### src/rtl/los_mon_pkg.sv
package los_mon_pkg;

  typedef enum logic [1:0] {
    FMT_SINGLE    = 2'd0,
    FMT_DUAL_TRUE = 2'd1,
    FMT_DUAL_INV  = 2'd2
  } rx_fmt_e;

  typedef struct packed {
    logic clk;
    logic pos;
    logic neg;
  } rx_bus_t;

  // The single-rail / inverted combination is not legal; it falls back to single-rail.
  function automatic rx_fmt_e pick_fmt(input logic dual, input logic inv);
    if (!dual)     return FMT_SINGLE;
    else if (inv)  return FMT_DUAL_INV;
    else           return FMT_DUAL_TRUE;
  endfunction

endpackage

### src/rtl/rx_sync.sv
module rx_sync #(
  parameter int WIDTH  = 3,
  parameter int STAGES = 2
) (
  input  logic             clk,
  input  logic             rst,
  input  logic [WIDTH-1:0] async_in,
  output logic [WIDTH-1:0] sync_out
);
  logic [STAGES-1:0][WIDTH-1:0] chain_q;

  always_ff @(posedge clk) begin
    if (rst) begin
      chain_q <= '0;
    end else begin
      chain_q[0] <= async_in;
      for (int s = 1; s < STAGES; s++) chain_q[s] <= chain_q[s-1];
    end
  end

  assign sync_out = chain_q[STAGES-1];
endmodule

### src/rtl/clk_gap_mon.sv
module clk_gap_mon #(
  parameter int ABSENT_CYC = 13
) (
  input  logic clk,
  input  logic rst,
  input  logic rclk_s,
  output logic rise,
  output logic absent
);
  localparam int CW = $clog2(ABSENT_CYC + 1);
  localparam logic [CW-1:0] GAP_MAX = CW'(ABSENT_CYC);

  logic          prev_q;
  logic [CW-1:0] gap_q, gap_nxt;
  logic          tgl;

  assign tgl  = rclk_s ^ prev_q;
  assign rise = rclk_s & ~prev_q;

  always_comb begin
    if (tgl)                 gap_nxt = '0;
    else if (gap_q == GAP_MAX) gap_nxt = gap_q;
    else                     gap_nxt = gap_q + 1'b1;
  end

  always_ff @(posedge clk) begin
    if (rst) begin
      prev_q <= 1'b0;
      gap_q  <= '0;
      absent <= 1'b0;
    end else begin
      prev_q <= rclk_s;
      gap_q  <= gap_nxt;
      absent <= !tgl && (gap_nxt == GAP_MAX);
    end
  end


  edge_clears_absent_chk: assert property (@(posedge clk) disable iff (rst)
    tgl |=> !absent);

  absent_needs_full_gap_chk: assert property (@(posedge clk) disable iff (rst)
    absent |-> (gap_q == GAP_MAX));
endmodule

### src/rtl/zero_run_det.sv
module zero_run_det #(
  parameter int ZERO_LIMIT = 32
) (
  input  logic clk,
  input  logic rst,
  input  logic sample,
  input  logic mark,
  output logic dig_los
);
  localparam int ZW = $clog2(ZERO_LIMIT + 2);
  localparam logic [ZW-1:0] RUN_SAT = ZW'(ZERO_LIMIT + 1);

  logic [ZW-1:0] run_q, run_nxt;

  always_comb begin
    if (mark)                run_nxt = '0;
    else if (run_q == RUN_SAT) run_nxt = run_q;
    else                     run_nxt = run_q + 1'b1;
  end

  always_ff @(posedge clk) begin
    if (rst) begin
      run_q   <= '0;
      dig_los <= 1'b0;
    end else if (sample) begin
      run_q   <= run_nxt;
      dig_los <= (run_nxt == RUN_SAT);
    end
  end


  mark_clears_los_chk: assert property (@(posedge clk) disable iff (rst)
    (sample && mark) |=> !dig_los);

  run_saturates_chk: assert property (@(posedge clk) disable iff (rst)
    run_q <= RUN_SAT);

  los_only_at_sat_chk: assert property (@(posedge clk) disable iff (rst)
    dig_los |-> (run_q == RUN_SAT));
endmodule

### src/rtl/rx_out_fmt.sv
import los_mon_pkg::*;

module rx_out_fmt (
  input  logic    clk,
  input  logic    rst,
  input  rx_fmt_e fmt,
  input  logic    force_off,
  input  logic    rclk_s,
  input  logic    pos_s,
  input  logic    neg_s,
  output logic    oclk,
  output logic    opos,
  output logic    oneg
);
  logic c_d, p_d, n_d;

  always_comb begin
    case (fmt)
      FMT_DUAL_TRUE: begin
        c_d = force_off ? 1'b1 : rclk_s;
        p_d = force_off ? 1'b0 : pos_s;
        n_d = force_off ? 1'b0 : neg_s;
      end
      FMT_DUAL_INV: begin
        c_d = force_off ? 1'b0 : ~rclk_s;
        p_d = force_off ? 1'b1 : ~pos_s;
        n_d = force_off ? 1'b1 : ~neg_s;
      end
      default: begin
        c_d = force_off ? 1'b1 : rclk_s;
        p_d = force_off ? 1'b0 : (pos_s | neg_s);
        n_d = 1'b0;
      end
    endcase
  end

  always_ff @(posedge clk) begin
    if (rst) begin
      oclk <= 1'b0;
      opos <= 1'b0;
      oneg <= 1'b0;
    end else begin
      oclk <= c_d;
      opos <= p_d;
      oneg <= n_d;
    end
  end


  force_single_chk: assert property (@(posedge clk) disable iff (rst)
    (!$past(rst) && $past(force_off && fmt == FMT_SINGLE)) |-> (oclk && !opos && !oneg));

  force_dual_true_chk: assert property (@(posedge clk) disable iff (rst)
    (!$past(rst) && $past(force_off && fmt == FMT_DUAL_TRUE)) |-> (oclk && !opos && !oneg));

  force_dual_inv_chk: assert property (@(posedge clk) disable iff (rst)
    (!$past(rst) && $past(force_off && fmt == FMT_DUAL_INV)) |-> (!oclk && opos && oneg));
endmodule

### src/rtl/los_loc_monitor.sv
import los_mon_pkg::*;

module los_loc_monitor #(
  parameter int SYNC_STAGES = 2,
  parameter int ZERO_LIMIT  = 32,
  parameter int ABSENT_CYC  = 13
) (
  input  logic clk,
  input  logic rst,
  input  logic rx_clk_in,
  input  logic rx_pos_in,
  input  logic rx_neg_in,
  input  logic ana_los,
  input  logic loop_local,
  input  logic sd_en,
  input  logic alm_test_n,
  input  logic dual_rail,
  input  logic inv_mode,
  output logic los_n,
  output logic loc_n,
  output logic rx_clk_out,
  output logic rx_pos_out,
  output logic rx_neg_out
);
  localparam int BUS_W = $bits(rx_bus_t);

  rx_bus_t          raw_bus, syn_bus;
  logic [BUS_W-1:0] syn_vec;
  logic             rise, absent, dig_los, los_act, force_off;
  rx_fmt_e          fmt;

  assign raw_bus = '{clk: rx_clk_in, pos: rx_pos_in, neg: rx_neg_in};
  assign syn_bus = rx_bus_t'(syn_vec);

  rx_sync #(.WIDTH(BUS_W), .STAGES(SYNC_STAGES)) u_sync (
    .clk(clk), .rst(rst), .async_in(raw_bus), .sync_out(syn_vec));

  clk_gap_mon #(.ABSENT_CYC(ABSENT_CYC)) u_gap (
    .clk(clk), .rst(rst), .rclk_s(syn_bus.clk), .rise(rise), .absent(absent));

  zero_run_det #(.ZERO_LIMIT(ZERO_LIMIT)) u_zero (
    .clk(clk), .rst(rst), .sample(rise), .mark(syn_bus.pos | syn_bus.neg),
    .dig_los(dig_los));

  assign fmt       = pick_fmt(dual_rail, inv_mode);
  assign los_act   = dig_los | (ana_los & ~loop_local);
  assign force_off = sd_en & los_act;

  rx_out_fmt u_fmt (
    .clk(clk), .rst(rst), .fmt(fmt), .force_off(force_off),
    .rclk_s(syn_bus.clk), .pos_s(syn_bus.pos), .neg_s(syn_bus.neg),
    .oclk(rx_clk_out), .opos(rx_pos_out), .oneg(rx_neg_out));

  always_ff @(posedge clk) begin
    if (rst) begin
      los_n <= 1'b1;
      loc_n <= 1'b1;
    end else begin
      los_n <= !(los_act || !alm_test_n);
      loc_n <= !(absent || force_off || !alm_test_n);
    end
  end


  alarm_test_chk: assert property (@(posedge clk) disable iff (rst)
    (!$past(rst) && !$past(alm_test_n)) |-> (!los_n && !loc_n));

  analog_los_chk: assert property (@(posedge clk) disable iff (rst)
    (!$past(rst) && $past(ana_los && !loop_local)) |-> !los_n);

  loop_ignores_analog_chk: assert property (@(posedge clk) disable iff (rst)
    (!$past(rst) && $past(loop_local && !dig_los && alm_test_n)) |-> los_n);

  shutdown_loc_chk: assert property (@(posedge clk) disable iff (rst)
    (!$past(rst) && $past(sd_en && (dig_los || (ana_los && !loop_local)))) |-> !loc_n);
endmodule

### config.mk
export PLATFORM = sky130hd
export DESIGN_NAME = los_loc_monitor
export DESIGN_NICKNAME = d
export VERILOG_FILES = /design/src/rtl/los_mon_pkg.sv /design/src/rtl/rx_sync.sv /design/src/rtl/clk_gap_mon.sv /design/src/rtl/zero_run_det.sv /design/src/rtl/rx_out_fmt.sv /design/src/rtl/los_loc_monitor.sv
export SDC_FILE = /design/constraint.sdc
export NUM_CORES = 1
export LEC_CHECK = 0
export BUFFER_PORTS_ARGS = -buffer_cell sky130_fd_sc_hd__clkbuf_2
export CAP_MARGIN = 25
export CORE_MARGIN = 4
export CORE_UTILIZATION = 52
export CTS_BUF_LIST = sky130_fd_sc_hd__clkbuf_4 sky130_fd_sc_hd__clkbuf_8
export CTS_CLUSTER_DIAMETER = 50
export DETAILED_ROUTE_END_ITERATION = 7
export PLACE_DENSITY_LB_ADDON = 0.2
export SYNTH_ARGS = -nofsm -noshare
export SYNTH_HDL_FRONTEND = slang
export SYNTH_SLANG_ARGS = --single-unit
### constraint.sdc
create_clock -name clk -period 1.6 [get_ports clk]
set_input_delay 0.16 -clock clk [delete_from_list [all_inputs] [get_ports clk]]
set_output_delay 0.16 -clock clk [all_outputs]
set_load 0.02 [all_outputs]
==> PnR_summary.wiki <==
{| class="wikitable"
! Metric !! Value
|-
| Number of search-and-repair iterations in the first detailed-routing pass || 4
|-
| Clock Skews || 0.00357 ns
|-
| Slew Limit Headroom || between 70 and 80%
|-
| Leakage power of the design || 0.537 nW
|-
| Total negative slack for setup checks || 0 ns
|-
| CTS tree || done
|-
| Critical path class || flip-flop to flip-flop
|-
| Dominant cells by area after synthesis || dfxtp_1 41%, ha_1 5.4%, nor2b_1 4.3%, nand2_1 2.9%, o21ai_0 2.6%
|-
| Run status || completed
|-
| Register area share after synthesis || 41.4%
|-
| Cell variety after synth || between 40 and 50
|-
| Maximum ir drop on the vdd rail || 0.590 mV
|-
| Clk_lat worst skew || 0.30 ns
|-
| Met2 routing resource usage after global routing || 25.5%
|-
| Core Box Area || between 2000 and 2500 sq um
|-
| Tightest Pin Transition || roughly 0.31 ns
|-
| Syn. warnings || 0
|-
| Achievable frequency || slightly below 0.7 GHz
|-
| Initial antenna violation count || 0
|-
| Register clock-pin slew on the reported worst setup and hold paths || 0.11 ns
|-
| Cell internal pwr || 0.000766 W
|-
| Seq pwr share || 63.2%
|-
| Proportion of layout cells with a drive suffix above 1 || 23.2%
|-
| Number of global-route vias before repair || 928
|-
| Synthesized flop and latch total || 24
|-
| Worst endpoint data arrival time || 1.72 ns
|-
| Pre-CTS setup slack || 0.137 ns
|-
| Final worst slack || 0.115 ns
|-
| Initial core utilization || between 50% and 60%
|-
| Pins over their slew limit || 0
|-
| Pin count of the biggest net entering global routing || 16
|-
| Number of instances in the synthesized netlist || 128
|-
| Portion of total power attributed to the clock network || 24.2%
|-
| Cell area after synthesis || between 1000 and 1500 sq um
|-
| Net count of the mapped netlist || 144
|-
| Pwr dens || 760 nW/um^2
|-
| Global placer's final weighted congestion || 0.806
|-
| Combinational share of power || 12.6%
|-
| Global-route wire length before repair || 4170 um
|-
| Ratio of final minimum period to clock period || 92.8%
|-
| Total die area || 3050 sq um
|-
| Post-route antenna net violation count || 0
|-
| Final Net Count || 169
|-
| Clock buffer count from CTS || 3
|-
| Clock tree root driver cell || clkbuf_4
|-
| Number of inserted diodes || 0
|-
| Number of placement rows || 16
|-
| Die boundary width || 55.2 um
|-
| Mean Syn Cell Area || approximately 9.1 sq um
|-
| Vertical extent of the die || approximately 55 um
|-
| Number of top-level design ports || 16
|-
| Count of input and output buffers || 15
|-
| Final count of hold timing violations || 0
|-
| Clock period minus final worst setup slack || 1.49 ns
|-
| Global-route usage over all layers || between 10% and 20%
|-
| Routed vias || 971
|-
| Clock tree buffer depth || 2
|-
| Hold Path Class || input pin to flip-flop
|-
| Most area-hungry cell type in the Yosys netlist || dfxtp_1
|-
| Deepest level of the CTS H-tree || 1
|-
| Kind of launch point of the worst setup path || flip-flop
|-
| Final Setup Violations || 0
|-
| Met3 track demand over resource || 5.13%
|-
| Post-route DRC || 0
|-
| Average wire per standard cell || 12.8 um
|-
| Number of violations reported at the end of detailed-routing iteration 0 || 26
|-
| Predominant post-synthesis flop cell || dfxtp_1
|-
| CTS Hold Bufs || 0
|-
| Busiest layer in global routing || met2
|-
| Detail-routed via count per cell || 5.46
|-
| Fraction of met1 tracks used by global routing || 22.7%
|-
| Switching component of the power || roughly 0.00025 W
|-
| Worst setup EP type || flip-flop
|-
| Number of gates resized after CTS || 0
|-
| Clock net sink count || 24
|-
| Net switching fraction of the power || roughly a quarter
|-
| Count of flip-flops with a built-in enable after synthesis || 0
|-
| Overflow after GRT || 0
|-
| Unrepaired setup endpoints after global routing || no
|-
| Maximum Capacitance Violations || 0
|-
| Worst path required time || 1.84 ns
|-
| Share of synthesized flip-flops with an asynchronous set or reset || 0%
|-
| Area added between synthesis and finish || 14.9%
|-
| Total length of routed wires || 2290 um
|-
| Estimated wirelength of the detail-placed design || about 1800 um
|-
| Share of the core filled with cells || 65.3%
|-
| # Post-CTS Setup Buffers || 0
|-
| Area share of the largest cell type after synthesis || approximately 41%
|-
| CP Max Fanout || 8
|}
==> logic make-up after synthesis <==
family | Yosys count | share of synthesized area (%)
AO/OA/AOI/OAI | 35 | 22.2
AND/OR/NAND/NOR | 54 | 26.6
adder cells (fa/ha/maj) | 5 | 5.39
flip-flops | 24 | 41.4
buffers and inverters | 9 | 3.56
XOR/XNOR | 1 | 0.755
==> placed cells by master (no fill, tap or decap), types with 3 or more instances in the layout <==
| master | n |
|---|---|
| clkbuf_2 | 15 |
| nand3_1 | 5 |
| buf_4 | 7 |
| nand2_1 | 9 |
| nand2b_1 | 4 |
| nor2b_1 | 8 |
| inv_1 | 6 |
| o21ai_0 | 6 |
| o21a_1 | 3 |
| dfxtp_2 | 3 |
| a21oi_1 | 4 |
| nor2_1 | 7 |
| o31ai_1 | 3 |
| dfxtp_1 | 21 |
| clkbuf_4 | 3 |
| nor3_1 | 5 |
| ha_1 | 5 |
==> final timing paths <==
check	from	slack (ns)	depth (start not counted)	endpoint
max	u_sync.sync_out[2]$_SDFF_PP0_	0.11	4	u_zero.run_q[2]$_SDFFE_PP0P_
min	rx_neg_in	0.06	2	u_sync.chain_q[0]$_SDFF_PP0_
max reg2reg	u_sync.sync_out[2]$_SDFF_PP0_	0.11	4	u_zero.run_q[2]$_SDFFE_PP0P_
min reg2reg	u_gap.absent$_SDFF_PP0_	0.44	1	loc_n$_SDFF_PP1_
==> metal layers <==
layer | part of all wire [%] | routed length [um]
met1 | 50 | 1150
met4 | 0.31 | 7
met3 | 6.0 | 137
met2 | 43 | 993
met5 | 0 | 0
==> synth_stat cells (4+ instances only) <==
| cell | n |
|---|---|
| dfxtp_1 | 24 |
| nand2_1 | 9 |
| nor2b_1 | 8 |
| nor2_1 | 7 |
| inv_1 | 6 |
| o21ai_0 | 6 |
| ha_1 | 5 |
| nand3_1 | 5 |
| nor3_1 | 5 |
| a21oi_1 | 4 |
| nand2b_1 | 4 |
==> power groups by stage <==
stage                     Combinational [W]  Sequential, W  Clock, W
after global placement             0.000124       0.000651         0
after floorplan                   0.0000733       0.000659         0
after detailed placement           0.000127       0.000653         0
after CTS                          0.000129       0.000639  0.000259
after global routing               0.000144       0.000645  0.000280
final                              0.000128       0.000641  0.000245
==> through the flow <==
stage | cell area, sq um | hold WS [ns] | cells | total power (W)
after CTS | 1330 | 0.0522 | 178 | 0.00103
after detailed placement | 1310 | 0.381 | 175 | 0.000780
after floorplan | 1160 | 0.232 | 128 | 0.000733
after global placement | 1310 | 0.372 | 175 | 0.000775
final | 1330 | 0.0649 | 178 | 0.00101
after global routing | 1330 | 0.0608 | 178 | 0.00107
==> layout make-up <==
cell class,count,area (sq um)
fillers,186,709
repair buffers,22,128
inverters,7,26.3
well taps,27,33.8
multi-input cells,95,638
clock buffers,3,22.5
flip-flops and latches,24,484
==> sequential cells by signal, indices dropped and copies added, names as in the netlist <==
signal and count:
u_zero.run_q 6, u_gap.gap_q 4, u_sync.chain_q 3, u_sync.sync_out 3, loc_n 1, los_n 1
u_fmt.oclk 1, u_fmt.oneg 1, u_fmt.opos 1, u_gap.absent 1, u_gap.prev_q 1, u_zero.dig_los 1
==> critical path, stage by stage (launching register included) <==
cell and delay [ns]:
dfxtp_1 0.38, ha_1 0.32, o211ai_2 0.18, or3b_1 0.40, a21oi_1 0.15
(Power assumes the default switching activity.)
